[config.mk]
export PLATFORM = sky130hd
export DESIGN_NAME = cfgbus_slave
export DESIGN_NICKNAME = d
export VERILOG_FILES = /design/src/rtl/cfgbus_pkg.sv /design/src/rtl/cfgbus_ctrl.sv /design/src/rtl/cfgbus_regs.sv /design/src/rtl/cfgbus_slave.sv
export SDC_FILE = /design/constraint.sdc
export NUM_CORES = 1
export LEC_CHECK = 0
export ABC_AREA = 1
export BUFFER_PORTS_ARGS = -buffer_cell sky130_fd_sc_hd__buf_2
export CORE_ASPECT_RATIO = 2
export CORE_MARGIN = 2
export CORE_UTILIZATION = 40
export CTS_CLUSTER_SIZE = 14
export DETAILED_ROUTE_END_ITERATION = 16
export PLACE_DENSITY = 0.61
export SLEW_MARGIN = 10
export SYNTH_ARGS = -nofsm -noshare
export SYNTH_HDL_FRONTEND = slang
export SYNTH_HIERARCHICAL = 1
export SYNTH_SLANG_ARGS = --single-unit
[constraint.sdc]
create_clock -name clk -period 2.5 [get_ports clk]
set_input_delay 0.25 -clock clk [delete_from_list [all_inputs] [get_ports clk]]
set_output_delay 0.25 -clock clk [all_outputs]
set_load 0.02 [all_outputs]
[src/rtl/cfgbus_pkg.sv]
package cfgbus_pkg;

  typedef enum logic [3:0] {
    ST_IDLE,
    ST_ADDR,
    ST_ACK_ADDR,
    ST_INDEX,
    ST_ACK_INDEX,
    ST_WDATA,
    ST_ACK_DATA,
    ST_RDATA,
    ST_RACK,
    ST_WAIT
  } busState_t;

  // strobes from the control FSM to the register datapath
  typedef struct packed {
    logic shiftIn;   // take one received bit
    logic latchIdx;  // received byte becomes the register index
    logic commitWr;  // received byte is written to the indexed register
    logic loadTx;    // load the read value for sending
    logic shiftTx;   // advance to the next outgoing bit
  } dpStrobe_t;

  // reset value of a writable register, by absolute index
  function automatic logic [7:0] rwDefault(input int idx);
    case (idx)
      3, 4:    return 8'h44;
      8:       return 8'h78;
      default: return 8'h00;
    endcase
  endfunction

endpackage

[src/rtl/cfgbus_ctrl.sv]
module cfgbus_ctrl
  import cfgbus_pkg::*;
#(
  parameter logic [6:0] DEV_ADDR    = 7'h56,
  parameter int         TIMEOUT_CYC = 5_000_000
) (
  input  logic      clk,
  input  logic      rstN,
  input  logic      chipSel,
  input  logic      sclIn,
  input  logic      sdaIn,
  input  logic [7:0] rxByte,
  input  logic      txBit,
  output logic      sdaSample,
  output dpStrobe_t strobe,
  output logic      sdaOe
);

  localparam int TO_W = $clog2(TIMEOUT_CYC + 1);

  logic [2:0] sclPipe, sdaPipe;
  busState_t  state, nxtState;
  logic [3:0] bitCnt, nxtBitCnt;
  logic       readMode, nxtReadMode;
  logic [TO_W-1:0] toCnt;

  logic sclRise, sclFall, startDet, stopDet, toHit;

  // two flops against metastability, a third for edge detection
  always_ff @(posedge clk or negedge rstN) begin
    if (!rstN) begin
      sclPipe <= 3'b111;
      sdaPipe <= 3'b111;
    end else begin
      sclPipe <= {sclPipe[1:0], sclIn};
      sdaPipe <= {sdaPipe[1:0], sdaIn};
    end
  end

  assign sdaSample = sdaPipe[1];
  assign sclRise   = sclPipe[1] & ~sclPipe[2];
  assign sclFall   = ~sclPipe[1] & sclPipe[2];
  assign startDet  = sclPipe[1] & sclPipe[2] & sdaPipe[2] & ~sdaPipe[1];
  assign stopDet   = sclPipe[1] & sclPipe[2] & ~sdaPipe[2] & sdaPipe[1];
  assign toHit     = (toCnt == TO_W'(TIMEOUT_CYC - 1));

  always_ff @(posedge clk or negedge rstN) begin
    if (!rstN) begin
      toCnt <= '0;
    end else if (state == ST_IDLE || sclPipe[1]) begin
      toCnt <= '0;
    end else if (!toHit) begin
      toCnt <= toCnt + 1'b1;
    end
  end

  always_comb begin
    nxtState    = state;
    nxtBitCnt   = bitCnt;
    nxtReadMode = readMode;
    strobe      = '0;
    if (!chipSel) begin
      nxtState = ST_IDLE;
    end else if (startDet) begin
      nxtState  = ST_ADDR;
      nxtBitCnt = '0;
    end else if (stopDet || (state != ST_IDLE && toHit)) begin
      nxtState = ST_IDLE;
    end else begin
      case (state)
        ST_ADDR, ST_INDEX, ST_WDATA: begin
          if (sclRise && bitCnt != 4'd8) begin
            strobe.shiftIn = 1'b1;
            nxtBitCnt      = bitCnt + 4'd1;
          end else if (sclFall && bitCnt == 4'd8) begin
            if (state == ST_ADDR) begin
              if (rxByte[7:1] == DEV_ADDR) begin
                nxtState    = ST_ACK_ADDR;
                nxtReadMode = rxByte[0];
              end else begin
                nxtState = ST_WAIT;
              end
            end else if (state == ST_INDEX) begin
              strobe.latchIdx = 1'b1;
              nxtState        = ST_ACK_INDEX;
            end else begin
              strobe.commitWr = 1'b1;
              nxtState        = ST_ACK_DATA;
            end
          end
        end
        ST_ACK_ADDR: if (sclFall) begin
          nxtBitCnt = '0;
          if (readMode) begin
            strobe.loadTx = 1'b1;
            nxtState      = ST_RDATA;
          end else begin
            nxtState = ST_INDEX;
          end
        end
        ST_ACK_INDEX: if (sclFall) begin
          nxtBitCnt = '0;
          nxtState  = ST_WDATA;
        end
        ST_ACK_DATA: if (sclFall) nxtState = ST_WAIT;
        ST_RDATA: if (sclFall) begin
          if (bitCnt == 4'd7) begin
            nxtState = ST_RACK;
          end else begin
            strobe.shiftTx = 1'b1;
            nxtBitCnt      = bitCnt + 4'd1;
          end
        end
        ST_RACK: if (sclFall) nxtState = ST_WAIT;
        default: ;
      endcase
    end
  end

  always_ff @(posedge clk or negedge rstN) begin
    if (!rstN) begin
      state    <= ST_IDLE;
      bitCnt   <= '0;
      readMode <= 1'b0;
    end else begin
      state    <= nxtState;
      bitCnt   <= nxtBitCnt;
      readMode <= nxtReadMode;
    end
  end

  assign sdaOe = chipSel & ((state == ST_ACK_ADDR) | (state == ST_ACK_INDEX) |
                            (state == ST_ACK_DATA) | ((state == ST_RDATA) & ~txBit));

endmodule

[src/rtl/cfgbus_regs.sv]
module cfgbus_regs
  import cfgbus_pkg::*;
#(
  parameter int NUM_RO = 3,
  parameter int NUM_RW = 6
) (
  input  logic                clk,
  input  logic                rstN,
  input  dpStrobe_t           strobe,
  input  logic                sdaSample,
  input  logic [8*NUM_RO-1:0] statusIn,
  output logic [7:0]          rxByte,
  output logic                txBit,
  output logic [8*NUM_RW-1:0] regOut
);

  logic [7:0] regIdx, txShift, readByte;
  logic [7:0] rwReg [NUM_RW];

  always_ff @(posedge clk or negedge rstN) begin
    if (!rstN) begin
      rxByte  <= '0;
      regIdx  <= '0;
      txShift <= '0;
    end else begin
      if (strobe.shiftIn)  rxByte <= {rxByte[6:0], sdaSample};
      if (strobe.latchIdx) regIdx <= rxByte;
      if (strobe.loadTx)       txShift <= readByte;
      else if (strobe.shiftTx) txShift <= {txShift[6:0], 1'b0};
    end
  end

  assign txBit = txShift[7];

  genvar g;
  generate
    for (g = 0; g < NUM_RW; g++) begin : gRw
      always_ff @(posedge clk or negedge rstN) begin
        if (!rstN) begin
          rwReg[g] <= rwDefault(NUM_RO + g);
        end else if (strobe.commitWr && regIdx == 8'(NUM_RO + g)) begin
          rwReg[g] <= rxByte;
        end
      end
      assign regOut[8*g +: 8] = rwReg[g];
    end
  endgenerate

  always_comb begin
    readByte = 8'h00;
    for (int i = 0; i < NUM_RO; i++) begin
      if (regIdx == 8'(i)) readByte = statusIn[8*i +: 8];
    end
    for (int i = 0; i < NUM_RW; i++) begin
      if (regIdx == 8'(NUM_RO + i)) readByte = rwReg[i];
    end
  end

endmodule

[src/rtl/cfgbus_slave.sv]
module cfgbus_slave
  import cfgbus_pkg::*;
#(
  parameter logic [6:0] DEV_ADDR    = 7'h56,
  parameter int         NUM_RO      = 3,
  parameter int         NUM_RW      = 6,
  parameter int         TIMEOUT_CYC = 5_000_000
) (
  input  logic                clk,
  input  logic                rstN,
  input  logic                chipSel,
  input  logic                sclIn,
  input  logic                sdaIn,
  input  logic [8*NUM_RO-1:0] statusIn,
  output logic                sdaOe,
  output logic [8*NUM_RW-1:0] regOut
);

  dpStrobe_t  strobe;
  logic [7:0] rxByte;
  logic       txBit, sdaSample;

  cfgbus_ctrl #(.DEV_ADDR(DEV_ADDR), .TIMEOUT_CYC(TIMEOUT_CYC)) uCtrl (
    .clk(clk), .rstN(rstN), .chipSel(chipSel), .sclIn(sclIn), .sdaIn(sdaIn),
    .rxByte(rxByte), .txBit(txBit), .sdaSample(sdaSample),
    .strobe(strobe), .sdaOe(sdaOe)
  );

  cfgbus_regs #(.NUM_RO(NUM_RO), .NUM_RW(NUM_RW)) uRegs (
    .clk(clk), .rstN(rstN), .strobe(strobe), .sdaSample(sdaSample),
    .statusIn(statusIn), .rxByte(rxByte), .txBit(txBit), .regOut(regOut)
  );

endmodule

==> impl_metrics.csv <==
group,metric,value,unit
outcome,outcome,"finished, final reports clean",
synthesis,synthXorXnorAreaFrac,0.8898,%
synthesis,synth_edf_count,0,
final_layout,fillCellCount,1518,
grt,grt_pass1_wl,27.38,mm
synthesis,async_reset_ff_share,100.0,%
critical_path,worst_r2r_path_depth,12,
power,clockPowerShare,34.1,%
timing,tns,0,ps
power,p_leak,3.383,nW
critical_path,cp_max_fo,16,
final_layout,design_area,6898,um^2
synthesis,yosysWarningCount,6,
critical_path,rr_endpoint,"uRegs/regOut[31]$_DFFE_PN0P_",
routing,dr.pass1.iters,7,
critical_path,path_buf_inv,1,
clock_tree,cts.sinks,110,
floorplan,core-area,14430,um^2
floorplan,initial_core_util,40.93,%
critical_path,reg2reg_slack,220,ps
clock_tree,numCtsBuffers,9,
power,p_switching,1.489,mW
synthesis,post_synth.cell_area_avg,7.895,um^2
timing,rsz0062_at_grt,"true",
power,power_density,649.5,nW/um^2
synthesis,syn_nets,780,
min_path,min_path_cells,3,
job,drv_cap,0,
clock_tree,clkTransAtPathRegs,80,ps
min_path,min_from,"chipSel",
grt,grt_use_total,22.00,%
timing,drv_slew,0,
synthesis,synthAdderAreaFrac,0.6356,%
routing,routed_wl,17.04,mm
final_layout,area_growth,16.80,%
routing,ant_nets,0,
power,p_int,2.992,mW
floorplan,core.rowCount,62,
synthesis,synth_top_family_by_area,"simple AND/OR/NAND/NOR gates",
synthesis,ys_seq_area_share,46.91,%
power,pwr-share-comb,18.6,%
synthesis,ys_types,45,
synthesis,synth.most_common_cell,"nand2_1",
synthesis,synth_area_leader_cell,"dfrtp_1",
critical_path,crit_path_max_incr_delay,410,ps
min_path,hold_end,"uCtrl/state[0]$_DFFE_PN0P_",
place,dp_hpwl,13.09,mm
routing,wire_per_inst,16.51,um
grt,grt_overflow,0,
grt,grt_pass1_vias,5333,
synthesis,syn-cell-area,5906,um^2
synthesis,synth_common_cells,"190 x nand2_1, 97 x nor2_1, 96 x dfrtp_1",
clock_tree,cts_tree,"built",
floorplan,die_x,89.92,um
clock_tree,h-tree-depth,3,
timing,fin_skew,11.78,ps
floorplan,fp.dieH,175.8,um
timing,finalHoldViolations,0,
critical_path,critical_path_class,"register to register",
clock_tree,clk_latency,350,ps
critical_path,path_cells,"ha_1 > nand3_2 > nor2_1 > nand4_1 > nand2_2 > nor2_4 > nand2_1 > nor2_1 > buf_4 > nand2_2 > nand2_1 > o21ai_1",
critical_path,crit_arrival,2500,ps
final_layout,final_layout_size_suffix_gt1_share,24.76,%
synthesis,synth_top_area_share,40.68,%
synthesis,ys_ff_latch,110,
place,place_congestion,0.9408,
synthesis,synthMuxAreaShare,0,%
clock_tree,clk_path_buf_depth,2,
critical_path,startpoint,"uCtrl/toCnt[0]$_DFFE_PN0P_",
routing,drt-initial-drc-count,242,
final_layout,num_antenna_cells,0,
timing,worstMarginPinSlew,541.0,ps
place,io_buffers,77,
power,total_power,4.480,mW
synthesis,synth_area_leaders,"dfrtp_1 41%, nand2_1 12%, dfstp_2 6.2%",
synthesis,syn_inst,748,
critical_path,slowest_stage,"dfrtp_1",
synthesis,synth_compound_area_share,11.91,%
power,p_sw_share,33.23,%
grt,grt_max_degree,57,
timing,setup_violations,0,
timing,clock.fmax,438.2,MHz
power,seqPwrFrac,47.3,%
synthesis,synth-main-ff-cell,"dfrtp_1",
synthesis,synthSimpleGateAreaFrac,33.50,%
critical_path,crit_path_start_kind,"register",
critical_path,path_depth,12,
timing,fin_crit,2282,ps
critical_path,worstPathRequired,2720,ps
power,peakVddDrop,398.9,uV
critical_path,cp-end-kind,"register",
timing,timing.final.crit_share,91.28,%
critical_path,cp_top_family,"simple AND/OR/NAND/NOR gates",
place,placed_area,6515,um^2
grt,antenna_found_initial,0,
final_layout,num-nets-final,867,
floorplan,fp.dieArea,15810,um^2
clock_tree,root_buffer,"clkbuf_16",
timing,relSlewSlack,63.90,%
floorplan,io_pins,78,
routing,drc,0,
min_path,hold_class,"input pin to register",
routing,vias_per_cell,5.097,
routing,num_vias,5260,
critical_path,r2r_start,"uCtrl/toCnt[0]$_DFFE_PN0P_",
[metal layers]
| layer | share of wire [%] | wire (um) | track usage, % |
|---|---|---|---|
| met2 | 56 | 9623 | 44.07 |
| met1 | 35 | 6021 | 21.30 |
| met5 | 0 | 0 | 0 |
| met3 | 3.1 | 524 | 2.831 |
| met4 | 5.1 | 870 | 11.86 |
[worst reg2reg max path: stages (launching register included)]
cell	delay [ps]
dfrtp_1	410
ha_1	260
nand3_2	140
nor2_1	70
nand4_1	150
nand2_2	100
nor2_4	190
nand2_1	100
nor2_1	100
buf_4	210
nand2_2	230
nand2_1	130
o21ai_1	70
[area by class of cell]
| cell class | count | area [um^2] | area share (%) |
|---|---|---|---|
| clock inverter | 7 | 92.59 | 1.342 |
| sequential | 110 | 2770 | 40.16 |
| timing repair buffer | 89 | 498.0 | 7.219 |
| inverter | 72 | 272.8 | 3.954 |
| clock buffer | 9 | 225.2 | 3.265 |
| tap | 192 | 240.2 | 3.483 |
| multi-input combinational | 553 | 2799 | 40.58 |
[layout by cell type, fill, tap and decap left out, drive strengths merged, types with 4 or more instances in the layout]
cell	netlist	layout
nand2	212	212
buf	10	86
o21ai	80	80
nor4	6	6
nor2	109	109
o21bai	4	4
a31oi	5	5
nor3	19	19
nand4	17	17
inv	72	75
xor2	4	4
dfrtp	96	96
a21oi	25	25
nand3	56	56
clkbuf	3	9
dfstp	14	14
[metrics by stage]
step,util [%],worst slack [ps],hold slack (ps),cells
after floorplan,-,76.56,-45.59,748
after global placement,45.15,182.5,181.5,1012
after detailed placement,45.15,132.7,180.3,1012
after CTS,47.56,114.1,182.3,1031
after global routing,47.81,-11.14,181.4,1032
final,47.81,218.0,191.1,1032
[power by group through the flow]
stage | clock network, mW | registers (mW) | logic [mW]
2_1_floorplan | 0 | 2.11 | 0.525
3_3_place_gp | 0 | 2.15 | 0.818
3_5_place_dp | 0 | 2.16 | 0.832
4_1_cts | 1.58 | 2.12 | 0.837
5_1_grt | 1.64 | 2.15 | 0.924
6_report | 1.53 | 2.12 | 0.833
[sequential cells by signal, indices dropped and copies added (netlist names)]
| name | cells |
|---|---|
| uCtrl/toCnt | 23 |
| uRegs/rxByte | 8 |
| uRegs/txShift | 8 |
| uCtrl/readMode | 1 |
| uRegs/regOut | 48 |
| uCtrl/state | 4 |
| uCtrl/sclPipe | 3 |
| uCtrl/sdaPipe | 3 |
| uCtrl/bitCnt | 4 |
| uRegs/regIdx | 8 |
[repair_timing]
action | CTS | global route
endpoints found under the hold margin | 20 | 0
endpoints found under the setup margin | 0 | 43
gates resized for setup | 0 | 7
buffers inserted | 0 | 1
hold buffers | 3 | 0
[worst max-delay path by stage]
| stage | endpoint | slack [ps] |
|---|---|---|
| 2_1_floorplan | uRegs/regOut[0]$_DFFE_PN0P_ | 80 |
| 3_3_place_gp | uRegs/regOut[39]$_DFFE_PN0P_ | 180 |
| 3_5_place_dp | uRegs/regOut[7]$_DFFE_PN0P_ | 130 |
| 4_1_cts | uRegs/regOut[7]$_DFFE_PN0P_ | 110 |
| 5_1_grt | uRegs/regOut[41]$_DFFE_PN0P_ | -10 |
| 6_report | uRegs/regOut[31]$_DFFE_PN0P_ | 220 |
[logic make-up (layout without fill, tap and decap cells)]
kind of cell,Yosys count,after routing
flip-flops,110,110
buffers and inverters,85,177
AO/OA/AOI/OAI,117,117
XOR/XNOR,6,6
adder cells (fa/ha/maj),3,3
AND/OR/NAND/NOR,427,427
No activity file was read; power rests on OpenSTA's default activity.
